### config.mk
export PLATFORM = sky130hd
export DESIGN_NAME = a2s_rate_conv
export DESIGN_NICKNAME = d
export VERILOG_FILES = /design/src/rtl/a2s_pkg.sv /design/src/rtl/a2s_rx_sampler.sv /design/src/rtl/a2s_char_fifo.sv /design/src/rtl/a2s_tx_serializer.sv /design/src/rtl/a2s_rate_conv.sv
export SDC_FILE = /design/constraint.sdc
export NUM_CORES = 1
export LEC_CHECK = 0
export BUFFER_PORTS_ARGS = -buffer_cell sky130_fd_sc_hd__buf_2
export CORE_MARGIN = 1
export CORE_UTILIZATION = 40
export CTS_CLUSTER_DIAMETER = 30
export CTS_CLUSTER_SIZE = 10
export DETAILED_ROUTE_END_ITERATION = 16
export HOLD_SLACK_MARGIN = 0.15
export SETUP_SLACK_MARGIN = 0.5
export SYNTH_ARGS = -nofsm -noshare
export SYNTH_HDL_FRONTEND = slang
export SYNTH_SLANG_ARGS = --single-unit
### constraint.sdc
create_clock -name clk -period 3.2 [get_ports clk]
set_input_delay 0.64 -clock clk [delete_from_list [all_inputs] [get_ports clk]]
set_output_delay 0.64 -clock clk [all_outputs]
set_load 0.03 [all_outputs]
### src/rtl/a2s_pkg.sv
package a2s_pkg;

    localparam int unsigned OSR_DEF   = 16;
    localparam int unsigned DATA_DEF  = 8;
    localparam int unsigned DEPTH_DEF = 2;

    typedef enum logic [1:0] {
        XM_ASYNC = 2'b00,
        XM_SYNC  = 2'b01,
        XM_FSK   = 2'b10,
        XM_FSK2  = 2'b11
    } xfer_mode_e;

    typedef enum logic [1:0] {
        RX_IDLE,
        RX_START,
        RX_DATA,
        RX_STOP
    } rx_state_e;

    // Shortened stop length in output ticks: 7/8 of a bit when extended, one tick less otherwise.
    function automatic int unsigned short_stop_ticks(input logic ext, input int unsigned osr);
        return ext ? (osr * 7) / 8 : osr - 1;
    endfunction

    function automatic logic is_bypass(input xfer_mode_e m);
        return m[1];
    endfunction

endpackage

### src/rtl/a2s_rx_sampler.sv
module a2s_rx_sampler
    import a2s_pkg::*;
#(
    parameter int unsigned OSR    = OSR_DEF,
    parameter int unsigned DATA_W = DATA_DEF
) (
    input  logic              clk,
    input  logic              rst,
    input  logic              en,
    input  logic              tick,
    input  logic              din,
    output logic              push,
    output logic [DATA_W-1:0] push_data,
    output logic              frame_err
);
    localparam int unsigned CW  = $clog2(OSR);
    localparam int unsigned BW  = $clog2(DATA_W);
    localparam int unsigned MID = OSR / 2 - 1;

    rx_state_e         state_q;
    logic [CW-1:0]     cnt_q;
    logic [BW-1:0]     bit_q;
    logic [DATA_W-1:0] sh_q;
    logic              prev_q;
    logic              push_q;
    logic              ferr_q;

    always_ff @(posedge clk) begin
        if (rst) begin
            state_q <= RX_IDLE;
            cnt_q   <= '0;
            bit_q   <= '0;
            sh_q    <= '0;
            prev_q  <= 1'b1;
            push_q  <= 1'b0;
            ferr_q  <= 1'b0;
        end else begin
            push_q <= 1'b0;
            if (!en) begin
                state_q <= RX_IDLE;
                prev_q  <= 1'b1;
            end else if (tick) begin
                prev_q <= din;
                unique case (state_q)
                    RX_IDLE: begin
                        if (prev_q && !din) begin
                            state_q <= RX_START;
                            cnt_q   <= '0;
                        end
                    end
                    RX_START: begin
                        if (cnt_q == CW'(MID)) begin
                            cnt_q   <= '0;
                            bit_q   <= '0;
                            state_q <= din ? RX_IDLE : RX_DATA;
                        end else begin
                            cnt_q <= cnt_q + CW'(1);
                        end
                    end
                    RX_DATA: begin
                        if (cnt_q == CW'(OSR - 1)) begin
                            cnt_q <= '0;
                            sh_q  <= {din, sh_q[DATA_W-1:1]};
                            if (bit_q == BW'(DATA_W - 1)) state_q <= RX_STOP;
                            else                          bit_q   <= bit_q + BW'(1);
                        end else begin
                            cnt_q <= cnt_q + CW'(1);
                        end
                    end
                    RX_STOP: begin
                        if (cnt_q == CW'(OSR - 1)) begin
                            cnt_q   <= '0;
                            push_q  <= 1'b1;
                            state_q <= RX_IDLE;
                            if (!din) ferr_q <= 1'b1;
                        end else begin
                            cnt_q <= cnt_q + CW'(1);
                        end
                    end
                    default: state_q <= RX_IDLE;
                endcase
            end
        end
    end

    assign push      = push_q;
    assign push_data = sh_q;
    assign frame_err = ferr_q;

    AST_FERR_STICKY: assert property (@(posedge clk) disable iff (rst) ferr_q |=> ferr_q);
    AST_PUSH_SINGLE: assert property (@(posedge clk) disable iff (rst) push_q |=> !push_q);

endmodule

### src/rtl/a2s_char_fifo.sv
module a2s_char_fifo
    import a2s_pkg::*;
#(
    parameter int unsigned DATA_W = DATA_DEF,
    parameter int unsigned DEPTH  = DEPTH_DEF
) (
    input  logic              clk,
    input  logic              rst,
    input  logic              clr,
    input  logic              push,
    input  logic [DATA_W-1:0] wdata,
    input  logic              pop,
    output logic [DATA_W-1:0] rdata,
    output logic              not_empty,
    output logic              half_full
);
    localparam int unsigned PW = (DEPTH > 1) ? $clog2(DEPTH) : 1;
    localparam int unsigned NW = $clog2(DEPTH + 1);

    logic [DEPTH-1:0][DATA_W-1:0] mem_q;
    logic [PW-1:0]                wptr_q, rptr_q;
    logic [NW-1:0]                cnt_q;
    logic                         do_pop, do_push;

    always_comb begin
        do_pop  = pop && (cnt_q != '0);
        do_push = push && ((cnt_q != NW'(DEPTH)) || do_pop);
    end

    always_ff @(posedge clk) begin
        if (rst || clr) begin
            wptr_q <= '0;
            rptr_q <= '0;
            cnt_q  <= '0;
        end else begin
            if (do_push) wptr_q <= (wptr_q == PW'(DEPTH - 1)) ? '0 : wptr_q + PW'(1);
            if (do_pop)  rptr_q <= (rptr_q == PW'(DEPTH - 1)) ? '0 : rptr_q + PW'(1);
            cnt_q <= cnt_q + NW'(do_push) - NW'(do_pop);
        end
    end

    always_ff @(posedge clk) begin
        if (rst) begin
            mem_q <= '0;
        end else begin
            for (int i = 0; i < int'(DEPTH); i++) begin
                if (do_push && (wptr_q == PW'(i))) mem_q[i] <= wdata;
            end
        end
    end

    assign rdata     = mem_q[rptr_q];
    assign not_empty = (cnt_q != '0);
    assign half_full = (cnt_q >= NW'(DEPTH / 2));

    AST_FIFO_BOUND:    assert property (@(posedge clk) disable iff (rst) cnt_q <= NW'(DEPTH));
    AST_POP_HAS_DATA:  assert property (@(posedge clk) disable iff (rst) pop |-> cnt_q != '0);

endmodule

### src/rtl/a2s_tx_serializer.sv
module a2s_tx_serializer
    import a2s_pkg::*;
#(
    parameter int unsigned OSR    = OSR_DEF,
    parameter int unsigned DATA_W = DATA_DEF
) (
    input  logic              clk,
    input  logic              rst,
    input  logic              tick,
    input  xfer_mode_e        mode,
    input  logic              ext_ovs,
    input  logic              din,
    input  logic              have_char,
    input  logic              backlog,
    input  logic [DATA_W-1:0] char_in,
    output logic              pop,
    output logic              dout
);
    localparam int unsigned FRAME_W  = DATA_W + 2;
    localparam int unsigned STOP_IDX = DATA_W + 1;
    localparam int unsigned IW       = $clog2(FRAME_W);
    localparam int unsigned LW       = $clog2(OSR + 1);

    logic [LW-1:0]      cnt_q, blen_q;
    logic [IW-1:0]      idx_q;
    logic [FRAME_W-1:0] frame_q;
    logic               in_char_q;
    logic               dout_q;
    logic               boundary, mid_char;

    always_comb begin
        boundary = tick && (cnt_q == blen_q - LW'(1));
        mid_char = in_char_q && (idx_q != IW'(STOP_IDX));
        pop      = boundary && (mode == XM_ASYNC) && !mid_char && have_char;
    end

    always_ff @(posedge clk) begin
        if (rst) begin
            cnt_q     <= '0;
            blen_q    <= LW'(OSR);
            idx_q     <= '0;
            frame_q   <= '1;
            in_char_q <= 1'b0;
            dout_q    <= 1'b1;
        end else if (tick) begin
            cnt_q <= boundary ? '0 : cnt_q + LW'(1);
            if (boundary) begin
                blen_q <= LW'(OSR);
                if (mode == XM_ASYNC) begin
                    if (mid_char) begin
                        idx_q  <= idx_q + IW'(1);
                        dout_q <= frame_q[idx_q + IW'(1)];
                        if ((idx_q + IW'(1) == IW'(STOP_IDX)) && backlog)
                            blen_q <= LW'(short_stop_ticks(ext_ovs, OSR));
                    end else if (have_char) begin
                        frame_q   <= {1'b1, char_in, 1'b0};
                        idx_q     <= '0;
                        in_char_q <= 1'b1;
                        dout_q    <= 1'b0;
                    end else begin
                        in_char_q <= 1'b0;
                        dout_q    <= 1'b1;
                    end
                end else if (mode == XM_SYNC) begin
                    in_char_q <= 1'b0;
                    dout_q    <= din;
                end else begin
                    in_char_q <= 1'b0;
                    dout_q    <= 1'b1;
                end
            end
        end
    end

    assign dout = dout_q;

    AST_SHORT_ONLY_STOP: assert property (@(posedge clk) disable iff (rst)
        (blen_q != LW'(OSR)) |-> (in_char_q && idx_q == IW'(STOP_IDX)));
    AST_LEN_LEGAL: assert property (@(posedge clk) disable iff (rst)
        (blen_q == LW'(OSR)) || (blen_q == LW'(OSR - 1)) || (blen_q == LW'((OSR * 7) / 8)));
    AST_START_FROM_BUFFER: assert property (@(posedge clk) disable iff (rst)
        (pop) |=> (!dout_q && in_char_q && idx_q == '0));

endmodule

### src/rtl/a2s_rate_conv.sv
module a2s_rate_conv
    import a2s_pkg::*;
#(
    parameter int unsigned OSR    = OSR_DEF,
    parameter int unsigned DATA_W = DATA_DEF,
    parameter int unsigned DEPTH  = DEPTH_DEF
) (
    input  logic       clk,
    input  logic       rst,
    input  logic       rx_tick,
    input  logic       tx_tick,
    input  logic [1:0] mode,
    input  logic       ext_ovs,
    input  logic       din,
    output logic       dout,
    output logic       frame_err
);
    xfer_mode_e        mode_e;
    logic              is_async;
    logic              rx_push, fifo_pop, fifo_ne, fifo_half, ser_dout;
    logic [DATA_W-1:0] rx_data, fifo_rdata;

    assign mode_e   = xfer_mode_e'(mode);
    assign is_async = (mode_e == XM_ASYNC);

    a2s_rx_sampler #(.OSR(OSR), .DATA_W(DATA_W)) u_rx (
        .clk       (clk),
        .rst       (rst),
        .en        (is_async),
        .tick      (rx_tick),
        .din       (din),
        .push      (rx_push),
        .push_data (rx_data),
        .frame_err (frame_err)
    );

    a2s_char_fifo #(.DATA_W(DATA_W), .DEPTH(DEPTH)) u_fifo (
        .clk       (clk),
        .rst       (rst),
        .clr       (!is_async),
        .push      (rx_push),
        .wdata     (rx_data),
        .pop       (fifo_pop),
        .rdata     (fifo_rdata),
        .not_empty (fifo_ne),
        .half_full (fifo_half)
    );

    a2s_tx_serializer #(.OSR(OSR), .DATA_W(DATA_W)) u_ser (
        .clk       (clk),
        .rst       (rst),
        .tick      (tx_tick),
        .mode      (mode_e),
        .ext_ovs   (ext_ovs),
        .din       (din),
        .have_char (fifo_ne),
        .backlog   (fifo_half),
        .char_in   (fifo_rdata),
        .pop       (fifo_pop),
        .dout      (ser_dout)
    );

    assign dout = is_bypass(mode_e) ? din : ser_dout;

endmodule

==> reports/qor.yml <==
status: "finished, final reports clean"
r2r_slack_ps: 680
coreArea_um2: 7290
pin_count: 10
io_buffer_count: 9
fin_tns_setup_ps: 0
dr_wl_met2_um: 2610
crit_slowest_cell: "or3_1"
num_rows: 31
cp_top_family: "simple AND/OR/NAND/NOR gates"
top_signal_layer_used: "met4"
n_antenna_cell: 0
yosys_warnings: 0
fin_util: 0.456
cp.required_ps: 3430
grt_pass1_vias: 2138
reg2reg_from: "u_ser.idx_q[0]"
drt_pass1_iterations: 4
dr_total_vias: 2352
synth_nets: 360
fillerInstances: 754
synth_area_per_cell_um2: 8.80
drive_gt1_frac: 0.102
holdCritPathClass: "flop to flop"
maxSlewHeadroom: 0.389
synth_area_um2: 3020
cts_made_buffers: 9
grt_pass1_wl_um: 10300
end_kind: "flop"
die-area_um2: 7900
critPathBufInv: 0
synth-seq-cells: 63
finalMaxSlewViolations: 0
final_nets: 364
multiInputGateArea_um2: 1630
fin_crit_sh: 0.787
rr_worst_depth: 6
htreeDepth: 3
synth_area_leaders: "dfxtp_1 (42%), mux2i_1 (9.3%), nand2_1 (8.5%), ha_1 (3.7%), a21oi_1 (3.5%)"
crit_fanout: 23
cts_buffer_depth: 2
synthArstFlopShare: 0
final_cell_mix: "nand2_1 (68), dfxtp_1 (63), mux2i_1 (28)"
synth_ff_type: "dfxtp_1"
synth_mux_area_frac: 0.119
yosys.area_share.xor_xnor: 0.0336
layout_commonest_cell: "nand2_1"
path_depth: 6
critPathKind: "flop to flop"
synth_adder_area_share: 0.0373
cts_resized: 0
post_drt_wl_per_cell_um: 13.4
ys_seq_area_frac: 0.418
netSwitchingPower_uw: 341
synthCells: 343
regArea_um2: 1260
synthSimpleGateAreaFrac: 0.211
die_y_um: 88.9
synth_edf_count: 0
ant_nets: 0
synth_compound_area_frac: 0.140
p_seq_frac: 0.500
max_slew.worst_pin.slew_ps: 905
grtUsageTotal: 0.172
cts_tree: "yes"
p_per_area_nw_per_um2: 475
die-width_um: 88.9
drtIter0Drc: 60
period_needed_ps: 2520
hold_viol: 0
path_clk_slew_ps: 70
hold_slack_ps: 453
syn_to_final_growth_pct: 10.1
netlist-cell-type-count: 53
drc_errors: 0
grt_max_degree: 38
post_drt_via_cell_ratio: 5.22
fin_ws_ps: 680
reg2reg_to: "u_fifo.cnt_q[0]"
report.final.setup_viol: 0
synth_area_leader_cell: "dfxtp_1"
hold_buffers: 0
yosysTopAreaCellShare: 0.418
max_stage_delay_ps: 630
critPathLaunchType: "flop"
met1_length_um: 3190
gp_congestion: 0.804
power_frac_comb: 0.030
dp_hpwl_um: 4250
rsz0062_at_grt: "false"
pre_cts_ws_ps: 712
drv_cap: 0
swShare: 0.216
p_int_uw: 1240
post-cts-setup-buffers: 0
clock_sinks: 63
clockPowerShare: 0.470
totalWireLength_um: 6040
synth_top_family_by_area: "simple AND/OR/NAND/NOR gates"
fmaxAchievable_mhz: 397
min_from: "u_rx.push_data[0]"
grt_overflow: 0
place_inst: 435
start_util: 0.414
p_leak_uw: 0.00124
cp-endpoint: "u_fifo.cnt_q[0]"
antenna_found_initial: 0
irDropWorstVdd_mv: 0.248
crit_start: "u_ser.idx_q[0]"
wl_met3_um: 194
clockRootBuffer: "clkbuf_8"
path_cells: "ha_1, nand3b_1, a2111o_1, or3_1, xor2_1, o211a_1"
stdcell_count: 451
clock_latency_ps: 340
cp.arrival_ps: 2750
fin_skew_ps: 6.63
==> logic make-up (layout without fill, tap and decap cells) <==
family,count (synthesis),in the layout
AOI/OAI and AO/OA,60,60
adders and majority gates,9,9
and+or+nand+nor,139,139
DFF,63,63
buffers and inverters,29,38
muxes,33,33
xor gates and xnor gates,10,10
==> metal layers <==
| layer | vias to the layer above | GRT usage |
|---|---|---|
| li1 | 1214 | - |
| met1 | 1109 | 0.233 |
| met2 | 25 | 0.259 |
| met3 | 4 | 0.0588 |
| met4 | 0 | 0.0484 |
| met5 | - | 0 |
==> metrics by stage <==
stage | power (uW) | instance area (um2)
after global routing | 1640 | 3320
after floorplan | 836 | 3020
after global placement | 854 | 3120
after CTS | 1590 | 3320
final | 1580 | 3320
after detailed placement | 855 | 3120
==> worst reg2reg max path, delay by kind of cell, from the launching register on <==
| kind | cells | cell delay (ps) |
|---|---|---|
| fa+ha+maj | 1 | 230 |
| xor+xnor | 1 | 260 |
| flops | 1 | 520 |
| simple gates | 2 | 750 |
| compound gates | 2 | 650 |
==> power by group through the flow <==
stage	Clock [uW]	Sequential [uW]	Combinational, uW
after CTS	756	789	47.5
after global routing	800	789	52.1
final	742	790	47.1
after global placement	0	807	47.2
after detailed placement	0	807	47.2
after floorplan	0	806	30.3
==> cell type report <==
type	instances	area share
Multi-Input combinational cell	251	0.491
Sequential cell	63	0.379
Clock buffer	12	0.0406
Tap cell	99	0.0373
Clock inverter	4	0.0211
Timing Repair Buffer	11	0.0181
Inverter	11	0.0124
==> cell usage after synthesis (all sizes together) (3+ instances only) <==
cell type	instances
nand4	3
buf	7
nand3	8
o211ai	11
a21oi	21
clkbuf	11
nand3b	5
nor2	27
ha	9
nand2b	3
dfxtp	63
nand2	68
inv	11
or3	8
mux2i	28
mux2	3
nor3	6
xor2	8
o21ai	7
==> flip-flops by register name, summed over array words and instances (netlist names), named ones only <==
name / flops
u_fifo.mem_q: 16
u_ser.in_char_q: 1
u_ser.frame_q: 9
u_rx.push: 1
u_rx.prev_q: 1
u_fifo.rptr_q: 1
u_rx.push_data: 8
u_rx.state_q: 1
u_fifo.wptr_q: 1
u_ser.blen_q: 3
u_rx.cnt_q: 4
u_ser.cnt_q: 5
u_rx.frame_err: 1
u_rx.bit_q: 3
u_ser.idx_q: 4
u_ser.dout: 1
u_fifo.cnt_q: 2
==> how the worst min path moves through the flow <==
| stage | depth (start not counted) | end | slack [ps] |
|---|---|---|---|
| global placement | 2 | u_rx.push_data[0] | 440 |
| global route | 2 | u_ser.blen_q[3] | 480 |
| CTS | 2 | u_ser.frame_q[0] | 460 |
| detailed placement | 2 | u_ser.frame_q[0] | 440 |
| floorplan | 2 | u_ser.frame_q[0] | 420 |
| finish | 2 | u_rx.push_data[0] | 450 |
(Power assumes the default switching activity.)
